--- src/rtl/lpm_pkg.sv ---
package lpm_pkg;
  localparam int unsigned MODE_W = 3;
  localparam int unsigned MULT_W = 2;

  typedef enum logic [MODE_W-1:0] {
    MODE_HIGH   = 3'd0,
    MODE_MED    = 3'd1,
    MODE_SUB    = 3'd2,
    MODE_SLEEP  = 3'd3,
    MODE_SUBSLP = 3'd4,
    MODE_STBY   = 3'd5,
    MODE_WATCH  = 3'd6
  } mode_e;

  typedef struct packed {
    logic              direct;
    logic              low_spd;
    logic              noise_q;
    logic              sub_off;
    logic [MULT_W-1:0] mult;
  } ctrl_t;

  localparam logic [MULT_W-1:0] MULT_BAD = '1;
endpackage

--- src/rtl/lpm_ctrl_reg.sv ---
module lpm_ctrl_reg
  import lpm_pkg::*;
#(
  parameter int unsigned DATA_W   = 8,
  parameter int unsigned DIR_BIT  = 7,
  parameter int unsigned LOW_BIT  = 6,
  parameter int unsigned NSE_BIT  = 5,
  parameter int unsigned SUB_BIT  = 4
) (
  input  logic              clk_i,
  input  logic              rst_ni,
  input  logic              wr_en_i,
  input  logic [DATA_W-1:0] wr_data_i,
  output ctrl_t             ctrl_o
);
  ctrl_t ctrl_q;

  always_ff @(posedge clk_i or negedge rst_ni) begin
    if (!rst_ni) begin
      ctrl_q <= '0;
    end else if (wr_en_i) begin
      ctrl_q.direct  <= wr_data_i[DIR_BIT];
      ctrl_q.low_spd <= wr_data_i[LOW_BIT];
      ctrl_q.noise_q <= wr_data_i[NSE_BIT];
      ctrl_q.sub_off <= wr_data_i[SUB_BIT];
      // prohibited multiplier code keeps the previous setting
      if (wr_data_i[MULT_W-1:0] != MULT_BAD)
        ctrl_q.mult <= wr_data_i[MULT_W-1:0];
    end
  end

  assign ctrl_o = ctrl_q;
endmodule

--- src/rtl/lpm_mode_fsm.sv ---
module lpm_mode_fsm
  import lpm_pkg::*;
(
  input  logic  clk_i,
  input  logic  rst_ni,
  input  ctrl_t ctrl_i,
  input  logic  sleep_req_i,
  input  logic  wake_i,
  input  logic  stby_sel_i,
  input  logic  watch_sel_i,
  input  logic  med_sel_i,
  output mode_e mode_o,
  output logic  illegal_o
);
  mode_e mode_q, mode_d;
  logic  ill_d, ill_q;

  always_comb begin
    mode_d = mode_q;
    ill_d  = 1'b0;
    case (mode_q)
      MODE_HIGH, MODE_MED: begin
        if (sleep_req_i) begin
          if (!stby_sel_i)       mode_d = MODE_SLEEP;
          else if (!watch_sel_i) mode_d = MODE_STBY;
          else if (mode_q == MODE_MED) ill_d = 1'b1; // watch/sub only from high
          else mode_d = ctrl_i.direct ? MODE_SUB : MODE_WATCH;
        end else begin
          mode_d = med_sel_i ? MODE_MED : MODE_HIGH;
        end
      end
      MODE_SUB: begin
        if (sleep_req_i) begin
          if (!stby_sel_i) mode_d = MODE_SUBSLP;
          else             mode_d = ctrl_i.direct ? MODE_HIGH : MODE_WATCH;
        end
      end
      MODE_SLEEP:  if (wake_i) mode_d = med_sel_i ? MODE_MED : MODE_HIGH;
      MODE_STBY:   if (wake_i) mode_d = MODE_HIGH;
      MODE_SUBSLP: if (wake_i) mode_d = MODE_SUB;
      MODE_WATCH:  if (wake_i) mode_d = ctrl_i.low_spd ? MODE_SUB : MODE_HIGH;
      default:     mode_d = MODE_HIGH;
    endcase
  end

  always_ff @(posedge clk_i or negedge rst_ni) begin
    if (!rst_ni) begin
      mode_q <= MODE_HIGH;
      ill_q  <= 1'b0;
    end else begin
      mode_q <= mode_d;
      ill_q  <= ill_d;
    end
  end

  assign mode_o    = mode_q;
  assign illegal_o = ill_q;
endmodule

--- src/rtl/lpm_ctrl.sv ---
module lpm_ctrl
  import lpm_pkg::*;
#(
  parameter int unsigned DATA_W = 8
) (
  input  logic              clk_i,
  input  logic              rst_ni,
  input  logic              wr_en_i,
  input  logic [DATA_W-1:0] wr_data_i,
  input  logic              sleep_req_i,
  input  logic              wake_i,
  input  logic              stby_sel_i,
  input  logic              watch_sel_i,
  input  logic              med_sel_i,
  output logic [MODE_W-1:0] mode_o,
  output logic              clk_sub_o,
  output logic [MULT_W-1:0] mult_o,
  output logic              noise_sel_o,
  output logic              sub_off_o,
  output logic              illegal_o
);
  ctrl_t ctrl;
  mode_e mode;

  lpm_ctrl_reg #(.DATA_W(DATA_W)) u_reg (
    .clk_i     (clk_i),
    .rst_ni    (rst_ni),
    .wr_en_i   (wr_en_i),
    .wr_data_i (wr_data_i),
    .ctrl_o    (ctrl)
  );

  lpm_mode_fsm u_fsm (
    .clk_i       (clk_i),
    .rst_ni      (rst_ni),
    .ctrl_i      (ctrl),
    .sleep_req_i (sleep_req_i),
    .wake_i      (wake_i),
    .stby_sel_i  (stby_sel_i),
    .watch_sel_i (watch_sel_i),
    .med_sel_i   (med_sel_i),
    .mode_o      (mode),
    .illegal_o   (illegal_o)
  );

  assign mode_o      = mode;
  assign clk_sub_o   = (mode == MODE_SUB) || (mode == MODE_SUBSLP) || (mode == MODE_WATCH);
  assign mult_o      = ctrl.mult;
  assign noise_sel_o = ctrl.noise_q;
  assign sub_off_o   = ctrl.sub_off;
endmodule

--- config.mk ---
export PLATFORM = sky130hd
export DESIGN_NAME = lpm_ctrl
export DESIGN_NICKNAME = d
export VERILOG_FILES = /design/src/rtl/lpm_pkg.sv /design/src/rtl/lpm_ctrl_reg.sv /design/src/rtl/lpm_mode_fsm.sv /design/src/rtl/lpm_ctrl.sv
export SDC_FILE = /design/constraint.sdc
export NUM_CORES = 1
export LEC_CHECK = 0
export BUFFER_PORTS_ARGS = -buffer_cell sky130_fd_sc_hd__buf_2
export CAP_MARGIN = 20
export CORE_MARGIN = 4
export CORE_UTILIZATION = 42
export CTS_BUF_LIST = sky130_fd_sc_hd__clkbuf_8
export CTS_CLUSTER_DIAMETER = 120
export DETAILED_ROUTE_END_ITERATION = 10
export GPL_ROUTABILITY_DRIVEN = 1
export PLACE_DENSITY = 0.75
export SYNTH_ARGS = -nofsm -noshare
export SYNTH_HDL_FRONTEND = slang
export SYNTH_SLANG_ARGS = --single-unit
--- constraint.sdc ---
create_clock -name clk_i -period 1.3 [get_ports clk_i]
set_input_delay 0.325 -clock clk_i [delete_from_list [all_inputs] [get_ports clk_i]]
set_output_delay 0.325 -clock clk_i [all_outputs]
set_load 0.02 [all_outputs]
==> results.md <==
- Root Driver: clkbuf_8
- Path depth of the worst reg2reg path: 4
- Hold endpoint: u_reg.ctrl_o[3]
- DRC: 0
- Tot GR Track Use: 14.9%
- Inserted Clock Buffers: 3
- Clock sinks: 10
- Cell Pwr Density: 2060 mW/mm²
- Clk_lat worst skew: 230 ps
- Filler Cells Inserted: 100
- Initial antenna violation count: 0
- Post-synth ARST share: 100%
- Flops & latches, synth: 10
- Via count: 538
- Critical path's slowest cell: dfrtp_2
- Clk_skew: 4.30 ps
- Max cap viols: 0
- Tcrit/Tclk final: 110%
- Num ports: 25
- Outcome: finished with violations
- HPWL after DPL: 1060 µm
- # rows: 12
- Netlist cell types: 27
- Nets: 107
- Vias in the first global route: 478
- Area of the multi-input gates: 310 µm²
- Hold path depth: 2
- Reg2Reg Setup Slack: -130 ps
- Chip height: 44.7 µm
- Required time of the critical path: 1420 ps
- Setup crit start kind: flip-flop
- DR vias/cell: 5.17
- Place WS: -131 ps
- Sequential-to-total area share from yosys stat: 44.2%
- Worst-path clk slew: 50 ps
- Post-route ant nets: 0
- Initial core utilization: 47.7%
- N_diodes: 0
- Min Hold Slack: 329 ps
- Max IR drop VDD: 1.29 mV
- Worst slew pin tran: 266 ps
- Final min period: 1430 ps
- Min-Delay Path Class: primary input to flip-flop
- Delay of the slowest critical-path stage: 450 ps
- Worst Setup End Kind: flip-flop
- PnR worst setup slack: -135 ps
- DRT Pass-1 Iters: 4
- Wire per inst: 12.5 µm
- Clk buf depth: 2
- Crit-path cells: and2_4 > a221oi_4 > nand2_2 > mux2_4
- First-pass GRT wire length: 2170 µm
- Most used DFF post-synth: dfrtp_1
- Core ar.: 0.00119 mm²
- Largest net degree at the start of global routing: 11
- Cell Area, Synth: 566 µm²
- Die area: 0.00200 mm²
- Hold path start: wr_data_i[5]
- RSZ-0062 raised after global routing: true
- Setup crit start: u_fsm.mode_o[0]
- Arrival time worst endpoint: 1550 ps
- Setup violators final: 4
- Final Util: 72.8%
- Die X-Extent: 44.7 µm
- Share of layout cells above drive strength 1: 58.9%
- CP Max Fanout: 7
- Reg-to-reg startpoint: u_fsm.mode_o[0]
- WL final: 1300 µm
- Final Max Slew Viols: 0
- Critical path class: flip-flop to flip-flop
- Seq. cell area: 254 µm²
- Syn Area/Cell: 10.1 µm²
- H-Tree Depth: 1
- LEAKAGE: 0.415 nW
- Number of flops mapped to enable cells by yosys: 0
- Synth warnings: 0
- Mapped Cells: 56
- PortBufs: 22
- GR Overflow Total: 0
- Net count of the mapped netlist: 72
- DR iter-0 viols: 10
- Area grow syn2layout: 52.7%
- Final instance area: 863 µm²
- Routability cong.: 0.769
- DP Area: 742 µm²
- Max-slew headroom: 82.0%
- Post-route setup TNS: -405 ps
- Failing checks: setup timing
- Worst R2R End: u_fsm.mode_o[1]
- CTS tree: done
- Final Hold Viols: 0
- Max Freq: 0.697 GHz
-- cell usage after synthesis (2+ instances only) --
library cell	n	area [µm²]
dfrtp_1	10	250
mux2_2	4	45.0
nor2_1	8	30.0
nand2_1	2	7.51
buf_4	3	22.5
nor2b_1	2	12.5
a31oi_1	2	12.5
o21ai_0	3	15.0
buf_2	2	10.0
a21oi_1	3	15.0
-- worst max-delay path: cells and delay by family (launching register included) --
kind / cells / cell delay, ps
and+or+nand+nor: 2 / 300
AOI/OAI and AO/OA: 1 / 270
DFF: 1 / 450
muxes: 1 / 300
-- routing by layer --
metal  vias up  GRT usage, %  wire length [µm]
met1       252          19.0               563
li1        270             -                 -
met4         0             0                 0
met3         0          8.37                88
met5         -             0                 0
met2        16          23.5               650
-- registers in the layout, indices dropped and copies added, names as in the netlist --
name and flops:
u_fsm.illegal_o 1, u_fsm.mode_o 3, u_reg.ctrl_o 6
-- per-stage QoR --
step	cells	total power, mW
2_1_floorplan	56	0.974
3_3_place_gp	97	1.21
3_5_place_dp	97	1.23
4_1_cts	103	1.75
5_1_grt	104	1.90
6_report	104	1.78
-- worst max path at each step --
stage	endpoint	slack, ps	depth (start not counted)
4_1_cts	u_fsm.mode_o[1]	-130	4
2_1_floorplan	u_fsm.mode_o[1]	-200	5
3_5_place_dp	u_fsm.mode_o[1]	-130	4
6_report	u_fsm.mode_o[1]	-130	4
3_3_place_gp	u_fsm.mode_o[1]	-130	5
5_1_grt	u_fsm.mode_o[1]	-180	4
-- where the power goes --
part           leakage, nW  internal (mW)  switching, mW
Combinational        0.267          0.500          0.423
Sequential           0.119          0.387         0.0899
Clock               0.0288          0.265          0.112
-- layout by cell type (no fill, tap or decap), types with 2 or more instances in the layout --
master | netlist | layout
a21oi_1 | 3 | 2
a31oi_1 | 2 | 2
buf_2 | 2 | 20
buf_4 | 3 | 12
buf_6 | 0 | 2
clkbuf_8 | 0 | 4
dfrtp_1 | 10 | 7
dfrtp_2 | 0 | 3
mux2_2 | 4 | 4
nand2_1 | 2 | 2
nor2_1 | 8 | 8
nor2b_1 | 2 | 2
o21ai_0 | 3 | 3
-- repair_timing --
item | 4_1_cts | 5_1_grt
buffers inserted | 1 | 1
pin swaps | 4 | 2
gates resized for setup | 6 | 2
hold buffers | 1 | 0
hold endpoints to repair | 10 | 0
setup endpoints to repair | 4 | 4
gates cloned | 0 | 0
-- area by class of cell --
class | count | share of cell area (%)
Sequential cell | 10 | 29.4
Multi-Input combinational cell | 40 | 35.9
Timing Repair Buffer | 35 | 25.8
Inverter | 1 | 0.435
Clock buffer | 4 | 6.38
Tap cell | 14 | 2.03
-- cell families (layout without fill, tap and decap cells) --
family                 count (synthesis)  in the layout  share of synthesized area, %
buffers and inverters                  6             40                          6.42
multiplexers                           6              6                          12.4
flip-flops                            10             10                          44.2
AND/OR/NAND/NOR                       21             21                          20.8
AO/OA/AOI/OAI                         13             13                          16.1
Note: power is estimated with default switching activity, not from simulation.
